===== src/rtl/sysdec_pkg.sv =====
// Package: shared types and helpers for the system bus decoder.
// Assumes a 32-bit data path with four byte lanes and a two-bit size code.
package sysdec_pkg;

    localparam logic [1:0] SZ_BYTE = 2'b00;
    localparam logic [1:0] SZ_WORD = 2'b01;

    typedef enum logic [2:0] {
        RG_NONE,
        RG_ROM,
        RG_RAM,
        RG_VRAM,
        RG_MAP,
        RG_IO
    } region_e;

    typedef struct packed {
        logic rom;
        logic ram;
        logic vram;
        logic map;
        logic io;
    } sel_t;

    // Number of bytes moved by an access of the given size code.
    function automatic logic [2:0] size_bytes(input logic [1:0] sz);
        case (sz)
            SZ_BYTE: return 3'd1;
            SZ_WORD: return 3'd2;
            default: return 3'd4;
        endcase
    endfunction

    // All-ones pattern at the width of an access, right-justified.
    function automatic logic [31:0] ones_for(input logic [1:0] sz);
        case (sz)
            SZ_BYTE: return 32'h0000_00FF;
            SZ_WORD: return 32'h0000_FFFF;
            default: return 32'hFFFF_FFFF;
        endcase
    endfunction

endpackage


===== src/rtl/sysdec_region.sv =====
// Module: sysdec_region
// Applies the boot overlay (forces one address bit high while the overlay
// holds), then classifies the effective address into one region with fixed
// priority ROM > RAM > VRAM > MAP > IO and masks it to a local offset.
// Assumes every region size is a power of two and that RAM_BYTES fits in
// ADDR_W bits. Purely combinational; clk/rst_n serve the assertions.
module sysdec_region
    import sysdec_pkg::*;
#(
    parameter int ADDR_W     = 24,
    parameter int FORCE_BIT  = 23,
    parameter int ROM_BASE   = 'h80_0000,
    parameter int ROM_SPAN   = 'h40_0000,
    parameter int ROM_BYTES  = 'h8000,
    parameter int RAM_BYTES  = 'h8_0000,
    parameter int VRAM_BASE  = 'h42_0000,
    parameter int VRAM_BYTES = 'h8000,
    parameter int MAP_BASE   = 'h40_0000,
    parameter int MAP_BYTES  = 'h800
) (
    input  logic              clk,
    input  logic              rst_n,
    input  logic              valid,
    input  logic              low_en,
    input  logic [ADDR_W-1:0] addr,
    output logic [ADDR_W-1:0] eff_addr,
    output logic [ADDR_W-1:0] local_addr,
    output sel_t              sel
);

    localparam logic [ADDR_W-1:0] ROM_LO    = ADDR_W'(ROM_BASE);
    localparam logic [ADDR_W-1:0] ROM_HI    = ADDR_W'(ROM_BASE + ROM_SPAN - 1);
    localparam logic [ADDR_W-1:0] ROM_MASK  = ADDR_W'(ROM_BYTES - 1);
    localparam logic [ADDR_W-1:0] RAM_TOP   = ADDR_W'(RAM_BYTES);
    localparam logic [ADDR_W-1:0] RAM_MASK  = ADDR_W'(RAM_BYTES - 1);
    localparam logic [ADDR_W-1:0] VRAM_LO   = ADDR_W'(VRAM_BASE);
    localparam logic [ADDR_W-1:0] VRAM_HI   = ADDR_W'(VRAM_BASE + VRAM_BYTES - 1);
    localparam logic [ADDR_W-1:0] VRAM_MASK = ADDR_W'(VRAM_BYTES - 1);
    localparam logic [ADDR_W-1:0] MAP_LO    = ADDR_W'(MAP_BASE);
    localparam logic [ADDR_W-1:0] MAP_HI    = ADDR_W'(MAP_BASE + MAP_BYTES - 1);
    localparam logic [ADDR_W-1:0] MAP_MASK  = ADDR_W'(MAP_BYTES - 1);

    logic    hit_rom, hit_ram, hit_vram, hit_map;
    region_e region;

    // Force the overlay bit while the overlay has not been released.
    always_comb begin : force_p
        eff_addr = addr;
        if (!low_en) begin
            eff_addr[FORCE_BIT] = 1'b1;
        end
    end

    // Raw range hits on the effective address.
    always_comb begin : hit_p
        hit_rom  = (eff_addr >= ROM_LO)  && (eff_addr <= ROM_HI);
        hit_ram  = (eff_addr <  RAM_TOP);
        hit_vram = (eff_addr >= VRAM_LO) && (eff_addr <= VRAM_HI);
        hit_map  = (eff_addr >= MAP_LO)  && (eff_addr <= MAP_HI);
    end

    // Priority pick of the region and its masked local offset.
    always_comb begin : prio_p
        region     = RG_NONE;
        local_addr = '0;
        if (valid) begin
            if (hit_rom) begin
                region     = RG_ROM;
                local_addr = eff_addr & ROM_MASK;
            end else if (hit_ram) begin
                region     = RG_RAM;
                local_addr = eff_addr & RAM_MASK;
            end else if (hit_vram) begin
                region     = RG_VRAM;
                local_addr = eff_addr & VRAM_MASK;
            end else if (hit_map) begin
                region     = RG_MAP;
                local_addr = eff_addr & MAP_MASK;
            end else begin
                region     = RG_IO;
                local_addr = eff_addr;
            end
        end
    end

    // Expand the region code into individual selects.
    always_comb begin : sel_p
        sel.rom  = (region == RG_ROM);
        sel.ram  = (region == RG_RAM);
        sel.vram = (region == RG_VRAM);
        sel.map  = (region == RG_MAP);
        sel.io   = (region == RG_IO);
    end


    sel_one_chk: assert property (@(posedge clk) disable iff (!rst_n)
        valid |-> ($countones(sel) == 1));

    sel_idle_chk: assert property (@(posedge clk) disable iff (!rst_n)
        !valid |-> (sel == '0));

    ovl_force_chk: assert property (@(posedge clk) disable iff (!rst_n)
        (valid && !low_en) |-> (sel.rom || sel.io));

    rom_bound_chk: assert property (@(posedge clk) disable iff (!rst_n)
        sel.rom |-> (local_addr <= ROM_MASK));

    vram_bound_chk: assert property (@(posedge clk) disable iff (!rst_n)
        sel.vram |-> (local_addr <= VRAM_MASK));

    map_bound_chk: assert property (@(posedge clk) disable iff (!rst_n)
        sel.map |-> (local_addr <= MAP_MASK));

endmodule


===== src/rtl/sysdec_lanes.sv =====
// Module: sysdec_lanes
// Big-endian byte-lane steering. Lane 0 (bits 31:24, enable bit 3) holds the
// lowest address. Write data arrives right-justified and leaves left-justified;
// memory read data is right-justified back to the bus, and I/O reads return
// ones at the access width. Assumes four lanes and the package size codes.
module sysdec_lanes
    import sysdec_pkg::*;
#(
    parameter int LANES = 4
) (
    input  logic               clk,
    input  logic               rst_n,
    input  logic               valid,
    input  logic               write,
    input  logic [1:0]         size,
    input  logic               mem_sel,
    input  logic               io_sel,
    input  logic [8*LANES-1:0] wdata,
    input  logic [8*LANES-1:0] mem_rdata,
    output logic [LANES-1:0]   lanes,
    output logic [8*LANES-1:0] mem_wdata,
    output logic [8*LANES-1:0] bus_rdata
);

    localparam int LAST = LANES - 1;

    logic [2:0] nb;

    assign nb = size_bytes(size);

    for (genvar k = 0; k < LANES; k++) begin : g_wr
        logic       on;
        logic [1:0] src;
        assign on                          = (3'(k) < nb);
        assign src                         = 2'(nb - 3'd1 - 3'(k));
        assign lanes[LAST-k]               = valid && on;
        assign mem_wdata[8*(LAST-k) +: 8]  = (valid && write && on) ? wdata[8*src +: 8] : 8'h00;
    end

    for (genvar j = 0; j < LANES; j++) begin : g_rd
        logic       on;
        logic [1:0] lane;
        logic [7:0] byte_v;
        assign on   = (3'(j) < nb);
        assign lane = 2'(nb - 3'd1 - 3'(j));

        // Select the byte returned on bus byte j.
        always_comb begin : rd_byte_p
            if (!valid || write || !on) begin
                byte_v = 8'h00;
            end else if (io_sel) begin
                byte_v = 8'hFF;
            end else if (mem_sel) begin
                byte_v = mem_rdata[8*(LAST-lane) +: 8];
            end else begin
                byte_v = 8'h00;
            end
        end

        assign bus_rdata[8*j +: 8] = byte_v;
    end


    lanes_shape_chk: assert property (@(posedge clk) disable iff (!rst_n)
        valid |-> (lanes[LAST] && ($countones(lanes) != 3)));

    io_ones_chk: assert property (@(posedge clk) disable iff (!rst_n)
        (valid && !write && io_sel) |-> (bus_rdata == ones_for(size)));

endmodule


===== src/rtl/sysdec_regs.sv =====
// Module: sysdec_regs
// Holds the overlay release flag and the active-low LED register. Both are
// loaded by writes decoded on the effective (overlay-forced) address.
// The flag takes a different data bit for byte writes than for wider ones.
// Synchronous active-low reset: flag cleared, all LEDs off.
module sysdec_regs
    import sysdec_pkg::*;
#(
    parameter int ADDR_W    = 24,
    parameter int CTRL_ADDR = 'hE4_3000,
    parameter int LED_ADDR  = 'h4A_0000,
    parameter int LED_W     = 4
) (
    input  logic              clk,
    input  logic              rst_n,
    input  logic              wr_stb,
    input  logic [1:0]        size,
    input  logic [ADDR_W-1:0] eff_addr,
    input  logic              ctrl_bit_byte,
    input  logic              ctrl_bit_wide,
    input  logic [LED_W-1:0]  led_bits,
    output logic              ram_low_en,
    output logic [LED_W-1:0]  led_n
);

    localparam logic [ADDR_W-1:0] CTRL_A = ADDR_W'(CTRL_ADDR);
    localparam logic [ADDR_W-1:0] LED_A  = ADDR_W'(LED_ADDR);

    logic ctrl_wr, led_wr;

    assign ctrl_wr = wr_stb && (eff_addr == CTRL_A);
    assign led_wr  = wr_stb && (eff_addr == LED_A) && (size == SZ_WORD);

    // Overlay release flag, bit choice depends on access size.
    always_ff @(posedge clk) begin : ctrl_p
        if (!rst_n) begin
            ram_low_en <= 1'b0;
        end else if (ctrl_wr) begin
            ram_low_en <= (size == SZ_BYTE) ? ctrl_bit_byte : ctrl_bit_wide;
        end
    end

    // LED register, word writes only.
    always_ff @(posedge clk) begin : led_p
        if (!rst_n) begin
            led_n <= '1;
        end else if (led_wr) begin
            led_n <= led_bits;
        end
    end


    reset_val_chk: assert property (@(posedge clk)
        !rst_n |=> (!ram_low_en && (led_n == '1)));

    ctrl_byte_chk: assert property (@(posedge clk) disable iff (!rst_n)
        (wr_stb && (eff_addr == CTRL_A) && (size == SZ_BYTE)) |=> (ram_low_en == $past(ctrl_bit_byte)));

    ctrl_wide_chk: assert property (@(posedge clk) disable iff (!rst_n)
        (wr_stb && (eff_addr == CTRL_A) && (size != SZ_BYTE)) |=> (ram_low_en == $past(ctrl_bit_wide)));

    led_hold_chk: assert property (@(posedge clk) disable iff (!rst_n)
        !(wr_stb && (eff_addr == LED_A) && (size == SZ_WORD)) |=> $stable(led_n));

endmodule


===== src/rtl/sysbus_decoder.sv =====
// Module: sysbus_decoder (top)
// System bus address decoder with boot ROM overlay. Combinational decode and
// lane steering for the current access; registered overlay flag and LEDs.
// Assumes one access per cycle qualified by bus_valid, and that the memory
// arrays wrap each byte offset by their own size.
module sysbus_decoder
    import sysdec_pkg::*;
#(
    parameter int ADDR_W     = 24,
    parameter int DATA_W     = 32,
    parameter int ROM_BYTES  = 'h8000,
    parameter int RAM_BYTES  = 'h8_0000,
    parameter int CTRL_ADDR  = 'hE4_3000,
    parameter int LED_ADDR   = 'h4A_0000,
    parameter int LED_W      = 4,
    parameter int LED_LSB    = 8
) (
    input  logic              clk,
    input  logic              rst_n,
    input  logic              bus_valid,
    input  logic              bus_write,
    input  logic [1:0]        bus_size,
    input  logic [ADDR_W-1:0] bus_addr,
    input  logic [DATA_W-1:0] bus_wdata,
    input  logic [DATA_W-1:0] mem_rdata,
    output logic [DATA_W-1:0] bus_rdata,
    output logic              sel_rom,
    output logic              sel_ram,
    output logic              sel_vram,
    output logic              sel_map,
    output logic              sel_io,
    output logic [ADDR_W-1:0] mem_addr,
    output logic              mem_we,
    output logic [DATA_W-1:0] mem_wdata,
    output logic [3:0]        mem_lanes,
    output logic              ram_low_en,
    output logic [LED_W-1:0]  led_n
);

    localparam int LANES     = DATA_W / 8;
    localparam int BIT_BYTE  = 7;
    localparam int BIT_WIDE  = 15;

    sel_t              sel;
    logic [ADDR_W-1:0] eff_addr;
    logic              mem_region;
    logic              wr_stb;

    sysdec_region #(
        .ADDR_W    (ADDR_W),
        .ROM_BYTES (ROM_BYTES),
        .RAM_BYTES (RAM_BYTES)
    ) u_region (
        .clk        (clk),
        .rst_n      (rst_n),
        .valid      (bus_valid),
        .low_en     (ram_low_en),
        .addr       (bus_addr),
        .eff_addr   (eff_addr),
        .local_addr (mem_addr),
        .sel        (sel)
    );

    assign sel_rom    = sel.rom;
    assign sel_ram    = sel.ram;
    assign sel_vram   = sel.vram;
    assign sel_map    = sel.map;
    assign sel_io     = sel.io;
    assign mem_region = sel.rom | sel.ram | sel.vram | sel.map;
    assign wr_stb     = bus_valid && bus_write;

    // Write strobe reaches only the writable arrays; ROM writes are dropped.
    always_comb begin : we_p
        mem_we = wr_stb && (sel.ram || sel.vram || sel.map);
    end

    sysdec_lanes #(
        .LANES (LANES)
    ) u_lanes (
        .clk       (clk),
        .rst_n     (rst_n),
        .valid     (bus_valid),
        .write     (bus_write),
        .size      (bus_size),
        .mem_sel   (mem_region),
        .io_sel    (sel.io),
        .wdata     (bus_wdata),
        .mem_rdata (mem_rdata),
        .lanes     (mem_lanes),
        .mem_wdata (mem_wdata),
        .bus_rdata (bus_rdata)
    );

    sysdec_regs #(
        .ADDR_W    (ADDR_W),
        .CTRL_ADDR (CTRL_ADDR),
        .LED_ADDR  (LED_ADDR),
        .LED_W     (LED_W)
    ) u_regs (
        .clk           (clk),
        .rst_n         (rst_n),
        .wr_stb        (wr_stb),
        .size          (bus_size),
        .eff_addr      (eff_addr),
        .ctrl_bit_byte (bus_wdata[BIT_BYTE]),
        .ctrl_bit_wide (bus_wdata[BIT_WIDE]),
        .led_bits      (bus_wdata[LED_LSB +: LED_W]),
        .ram_low_en    (ram_low_en),
        .led_n         (led_n)
    );


    rom_wr_chk: assert property (@(posedge clk) disable iff (!rst_n)
        (bus_valid && bus_write && sel_rom) |=> ($stable(ram_low_en) && $stable(led_n)));

    rom_we_chk: assert property (@(posedge clk) disable iff (!rst_n)
        (bus_valid && sel_rom) |-> !mem_we);

endmodule


===== config.mk =====
export PLATFORM = sky130hd
export DESIGN_NAME = sysbus_decoder
export DESIGN_NICKNAME = d
export VERILOG_FILES = /design/src/rtl/sysdec_pkg.sv /design/src/rtl/sysdec_region.sv /design/src/rtl/sysdec_lanes.sv /design/src/rtl/sysdec_regs.sv /design/src/rtl/sysbus_decoder.sv
export SDC_FILE = /design/constraint.sdc
export NUM_CORES = 1
export LEC_CHECK = 0
export ABC_AREA = 1
export CORE_MARGIN = 1.5
export CORE_UTILIZATION = 39
export CTS_CLUSTER_DIAMETER = 100
export DETAILED_ROUTE_END_ITERATION = 10
export PLACE_DENSITY = 0.89
export SLEW_MARGIN = 5
export SYNTH_ARGS = -nofsm -noshare
export SYNTH_HDL_FRONTEND = slang
export SYNTH_HIERARCHICAL = 1
export SYNTH_SLANG_ARGS = --single-unit

===== constraint.sdc =====
create_clock -name clk -period 3.7 [get_ports clk]
set_input_delay 0.555 -clock clk [delete_from_list [all_inputs] [get_ports clk]]
set_output_delay 0.555 -clock clk [all_outputs]
set_load 0.005 [all_outputs]

==> metrics.txt, run 1 <==
outcome finished, final reports clean; worst slew pin tran 0.417 ns; routability cong. 0.947; clk_skew 0.00553 ns; root buffer cell clkbuf_8; Netlist Area Pre-Place 2730 um^2; first-pass GRT wire length 18.1 mm; Layout Area Growth over Synthesis 73.0%; clk buf depth 2; largest net degree at the start of global routing 49; Die Wd 86.6 um; Final Hold Violating Endpoints 0; Synth top cells by count 130 x nand2_1, 96 x nor2_1, 89 x inv_1; fmax 0.275 GHz; all-layer global routing usage 29.6%; Power Total 0.623 mW; Num CTS Buffers 3; drt first pass iters 6; Routed Antenna Nets 0; Rel. slew slack 72.2%; chain of cells forming the critical path clkdlybuf4s50_1 > nor3_2 > nand2_1 > nor2_2 > nor2_1 > nor2_2 > nor2_2 > nand3b_1 > inv_1 > buf_12 > nor2_1 > o211ai_1 > a21oi_1 > clkdlybuf4s50_1; Inserted Diodes 0; crit path max-delay cell type clkdlybuf4s50_1; Arr. time, crit path 3.08 ns; Synth top area share 17.9%; global route hottest layer met2; first-iteration detailed-routing DRC count 372; initial antenna violation count 0; GRT met3 Usage 4.38%; syn nets 654; fillers 619; Skew-Pair Late Insertion Delay 0.23 ns; synth unique cells 29; die height 86.6 um; Slew Viols, Final 0; CP max stage delay 0.53 ns; min Tclk post-route 3.63 ns; HPWL after detailed placement 9.30 mm; Nets 821; Top Ports 197; met1 Usage GRT 35.6%; power density over the cells 132 nW/um^2; CP dominant cell by count nor2_2; Mapped Avg Cell Area 4.87 um^2; vias post-DR 4,255; Vias/cell 5.29; leak pwr 2.33 nW; Crit Path Category in2out; HP Class reg2reg; number of flops mapped to enable cells by yosys 0; layout cells sized above 1 7.86%; CTS tree built; startpoint class of the critical path primary input; Peak VDD IR 0.0898 mV; H-tree levels 1; Critical Path End Type primary output; final core utilization 69.8%; Core Box Area 6760 um^2; Most used DFF post-synth dfxtp_1; post-route cell area 4710 um^2; count leader, synth nand2_1; final worst-path cycle share 98.1%; Port Buffers 196; Worst Path Max Fanout 24; clock sink total 5; ranking of synthesized cells by area nand2_1 18%, nor2_1 13%, inv_1 12%; initial core utilization 40.3%; asr flop ratio synth 0%; vias in the first global route 3,894; Cells after Synth 559; sequential share of the synthesized area 3.67%; Routed WL 12.0 mm; # rows 30; grt total ovfl 0; cell taking the most area after synthesis nand2_1; clock slew at reported path FFs 0.04 ns; Hold Buf Count CTS 0; Die Area 7500 um^2; max_cap viols 0; post-synthesis register bit count 5; Data required, critical path 3.14 ns; sum of negative setup slack 0 ns; worst hold slack 0.458 ns; Post-DP Area 4620 um^2; Ys Warns 6; Final setup viols 0; residual DRC count 0; post-DR wirelength/cell 14.9 um; met2 usage 54.2%
## cell families (layout without fill, tap and decap cells)
family                     after synthesis  count (layout)  share of synthesized area (%)
AOI/OAI and AO/OA                       95              95                           20.2
adders and majority gates                1               1                          0.459
and+or+nand+nor                        313             313                           50.8
DFF                                      5               5                           3.67
buffers and inverters                  145             311                           24.8
## flip-flops by register name, summed over array words and instances (netlist names)
| register | flops |
|---|---|
| u_regs/led_n | 4 |
| u_regs/ram_low_en | 1 |
## layer usage
metal	part of all wire [%]	vias up
met5	0	-
met4	2.5	0
met3	9.7	32
met2	49	271
met1	39	1877
li1	-	2075
## cells in the final DEF (no fill, tap or decap), types with 4 or more instances in the layout
master	count
clkdlybuf4s50_1	189
nand2_1	130
nor2_1	91
inv_1	88
a21oi_1	48
nand3_1	45
o211ai_1	17
buf_4	16
o22ai_1	15
nor2_2	12
nor3_1	12
dlymetal6s2s_1	7
o21ai_1	7
dfxtp_1	5
inv_2	4
nand2_2	4
nor2_4	4
## per-stage QoR
stage | worst slack, ns | cells
after floorplan | 1.05 | 559
after global placement | 0.133 | 801
after detailed placement | 0.0823 | 801
after CTS | 0.0565 | 805
after global routing | -0.0340 | 805
final | 0.0686 | 805
## path summary, 6_finish.rpt
check                    startpoint               to  slack (ns)  depth (start not counted)
setup / recovery       bus_addr[13]    bus_rdata[12]        0.07                         14
hold / removal      u_regs/led_n[3]  u_regs/led_n[3]        0.46                          2
setup reg to reg  u_regs/ram_low_en  u_regs/led_n[2]        2.38                          9
hold reg to reg     u_regs/led_n[3]  u_regs/led_n[3]        0.46                          2
## final cells by class
cell class | instances | area [um^2] | area share (%)
timing repair buffer | 214 | 2140 | 45.4
multi-input combinational | 409 | 1980 | 41.9
inverter | 93 | 352 | 7.46
sequential | 5 | 100 | 2.12
tap | 80 | 100 | 2.12
clock buffer | 3 | 41.3 | 0.876
clock inverter | 1 | 5.00 | 0.106
## where the power goes
| part | internal, mW | total, mW | switching (mW) | leakage, nW |
|---|---|---|---|---|
| Combinational | 0.240 | 0.462 | 0.222 | 2.27 |
| Clock | 0.0729 | 0.106 | 0.0335 | 0.0255 |
| Sequential | 0.0541 | 0.0541 | 0.00000000111 | 0.0404 |
## what timing repair did
action	in CTS	in global routing
endpoints found under the setup margin	0	24
resized for setup	0	16
setup buffers	0	0
## worst max-delay path: cells and delay by family
family | cells | cell delay, ns
AOI/OAI and AO/OA | 2 | 0.25
buffers and inverters | 4 | 1.26
and+or+nand+nor | 8 | 1.01
Power figures use the tool's default switching activity.
==> run 2, diff against run 1 <==
--- a/config.mk
+++ b/config.mk
@@ -11,6 +11,7 @@
 export CTS_CLUSTER_DIAMETER = 100
 export DETAILED_ROUTE_END_ITERATION = 10
 export PLACE_DENSITY = 0.89
+export SKIP_CTS_REPAIR_TIMING = 1
 export SLEW_MARGIN = 5
 export SYNTH_ARGS = -nofsm -noshare
 export SYNTH_HDL_FRONTEND = slang
==> results of run 2 <==
Final layout, timing and power as in run 1 (identical DEF).
==> run 3, diff against run 2 <==
--- a/config.mk
+++ b/config.mk
@@ -10,6 +10,7 @@
 export CORE_UTILIZATION = 39
 export CTS_CLUSTER_DIAMETER = 100
 export DETAILED_ROUTE_END_ITERATION = 10
+export GPL_TIMING_DRIVEN = 0
 export PLACE_DENSITY = 0.89
 export SKIP_CTS_REPAIR_TIMING = 1
 export SLEW_MARGIN = 5
==> run 3 against run 2 <==
  * First-iteration DRC count is 19% higher
  * Utilization is 4.2 points higher
  * Non-clock buffer count is 35 higher
  * Flip-flop and latch count stayed put
  * Critical path depth is 1 lower
  * Clock-buffer cell count is 1 higher
  * Power is 7.1% higher
  * Global-route usage is 5.3 points higher
  * Critical endpoint is now bus_rdata[0]
==> metrics.txt, run 3 (synthesis gave the netlist of run 1 again) <==
H-tree levels 1 (unchanged); Rel. slew slack 59.7% (was 72.2%); grt total ovfl 0 (unchanged); routability cong. 0.976 (was 0.947); max_cap viols 0 (unchanged); Inserted Diodes 0 (unchanged); HP Class reg2reg (unchanged); top sig layer met4 (unchanged); Crit Path Category in2out (unchanged); pre-CTS WS -0.437 ns (was 0.0823 ns); startpoint class of the critical path primary input (unchanged); Skew-Pair Late Insertion Delay 0.24 ns (was 0.23 ns); final cell count without fillers 840 (was 805); fmax 0.275 GHz (about the same); initial core utilization 40.3% (unchanged); leading registers by flop count u_regs/led_n (4), u_regs/ram_low_en (1) (unchanged); min Tclk post-route 3.64 ns (was 3.63 ns); Pint 0.384 mW (was 0.367 mW); clock slew at reported path FFs 0.04 ns (about the same); Top Ports 197 (unchanged); Final setup viols 0 (unchanged); outcome finished, final reports clean (unchanged); routed wl met2 6.62 mm (was 5.90 mm); Core Box Area 6760 um^2 (unchanged); Die Wd 86.6 um (unchanged); clock sink total 5 (unchanged); Num CTS Buffers 3 (unchanged); Nets 856 (was 821); fillers 595 (was 619); die height 86.6 um (unchanged); Met3 Wirelength 1.55 mm (was 1.16 mm); Flop pwr share 8.1% (was 8.7%); Critical Path End Type primary output (unchanged); Port Buffers 196 (unchanged); CP max stage delay 0.54 ns (was 0.53 ns); CTS tree built (unchanged); most frequent cells in the layout 166 x clkdlybuf4s50_1, 127 x nand2_1, 92 x nor2_1 (was 189 x clkdlybuf4s50_1, 130 x nand2_1, 91 x nor2_1); HPWL after detailed placement 10.6 mm (was 9.30 mm); clk buf depth 2 (unchanged); Data required, critical path 3.14 ns (about the same); drt first pass iters 5 (was 6); cell family with most CP delay buffers and inverters (unchanged); Worst Path Max Fanout 10 (was 24); Peak VDD IR 0.0760 mV (was 0.0898 mV); Placed Cells 835 (was 801); Routed Antenna Nets 0 (unchanged); CP dominant cell by count buf_6 (was nor2_2); number of flip-flops in the largest register 4 (unchanged); Arr. time, crit path 3.08 ns (about the same); sw frac 42.4% (was 41.0%); # rows 30 (unchanged); Slew Viols, Final 0 (unchanged); crit path max-delay cell type clkdlybuf4s50_1 (unchanged); final worst slack 0.0641 ns (was 0.0686 ns); all-layer global routing usage 34.9% (was 29.6%); Biggest register u_regs/led_n (unchanged); power density over the cells 133 nW/um^2 (was 132 nW/um^2); leak pwr 2.85 nW (was 2.33 nW); post-DR wirelength/cell 16.4 um (was 14.9 um); largest net degree at the start of global routing 11 (was 49); first-pass GRT wire length 20.8 mm (was 18.1 mm); Final Hold Violating Endpoints 0 (unchanged); initial antenna violation count 0 (unchanged); worst slew pin tran 0.604 ns (was 0.417 ns); Vias/cell 5.50 (was 5.29); vias in the first global route 4,309 (was 3,894); Power Total 0.667 mW (was 0.623 mW); root buffer cell clkbuf_8 (unchanged); vias post-DR 4,623 (was 4,255); commonest non-fill, non-tap cell in the layout clkdlybuf4s50_1 (unchanged); wl on met1 5.03 mm (was 4.64 mm); layout cells sized above 1 12.4% (was 7.86%); Buf+Inv Stages, Crit Path 8 (was 4); Clock Power Share 16.7% (was 17.1%); Gate power share 75.2% (was 74.2%); clk_skew 0.00104 ns (was 0.00553 ns); Routed WL 13.8 mm (was 12.0 mm); Die Area 7500 um^2 (unchanged); Layout Area Growth over Synthesis 83.5% (was 73.0%); residual DRC count 0 (unchanged); chain of cells forming the critical path clkdlybuf4s50_1 > buf_4 > inv_4 > nand2_2 > buf_6 > ha_1 > buf_6 > inv_4 > buf_6 > nand3_1 > nand3_1 > a21oi_1 > clkdlybuf4s50_1 (was clkdlybuf4s50_1 > nor3_2 > nand2_1 > nor2_2 > nor2_1 > nor2_2 > nor2_2 > nand3b_1 > inv_1 > buf_12 > nor2_1 > o211ai_1 > a21oi_1 > clkdlybuf4s50_1); final core utilization 74.0% (was 69.8%); first-iteration detailed-routing DRC count 443 (was 372); final worst-path cycle share 98.3% (was 98.1%); P_sw 0.283 mW (was 0.255 mW)
## run 3: changes by cell type in the layout (fill, tap and decap cells not counted), moves of 2 or more
cell             delta
a21oi_1             -6
a21oi_2             +6
buf_12              -2
buf_2              +10
buf_4              +16
buf_6               +4
clkbuf_1            +7
clkdlybuf4s50_1    -23
dlymetal6s2s_1     +23
inv_1               -3
inv_2               +2
nand2_1             -3
nand2_4             +2
## run 3: power by group through the flow
| stage | registers (mW) | logic [mW] | clock network, mW |
|---|---|---|---|
| floorplan | 0.0550 | 0.209 | 0 |
| global placement | 0.0550 | 0.469 | 0 |
| detailed placement | 0.0550 | 0.476 | 0 |
| CTS | 0.0542 | 0.479 | 0.112 |
| global route | 0.0541 | 0.536 | 0.119 |
| finish | 0.0542 | 0.501 | 0.111 |
## run 3: worst paths after layout
| check | startpoint | end | slack, ns | depth (start not counted) |
|---|---|---|---|---|
| worst min register to register | u_regs/led_n[1] | u_regs/led_n[1] | 0.47 | 2 |
| worst max register to register | u_regs/ram_low_en | u_regs/led_n[0] | 2.32 | 9 |
| worst min-delay path | u_regs/led_n[1] | u_regs/led_n[1] | 0.47 | 2 |
| worst max-delay path | bus_size[1] | bus_rdata[0] | 0.06 | 13 |
## run 3: area by class of cell
type	instances	area (um^2)	share of cell area (%)
Multi-Input combinational cell	409	2000	40.0
Tap cell	80	100	2.00
Timing Repair Buffer	198	2050	41.0
Buffer	51	353	7.06
Inverter	93	354	7.08
Clock buffer	4	45.0	0.901
Sequential cell	5	100	2.00
## run 3: per-stage QoR
step / hold WS (ns) / setup TNS [ns] / cell area, um^2
after floorplan: 0.451 / 0 / 2730
after global placement: 0.444 / -10.39 / 4790
after detailed placement: 0.459 / -11.22 / 4790
after CTS: 0.472 / -11.69 / 4830
after global routing: 0.506 / -0.00417 / 5000
final: 0.471 / 0 / 5000
## run 3: tightest hold or removal path: stages, from the launching register on
cell,delay (ns)
dfxtp_1,0.33
nand2_1,0.06
nand3_1,0.05
## run 3: metal layers
metal,vias to the layer above,global-route usage (%)
met5,-,0
met4,0,17.2
met3,65,7.33
met2,344,59.2
met1,2064,41.7
li1,2150,-
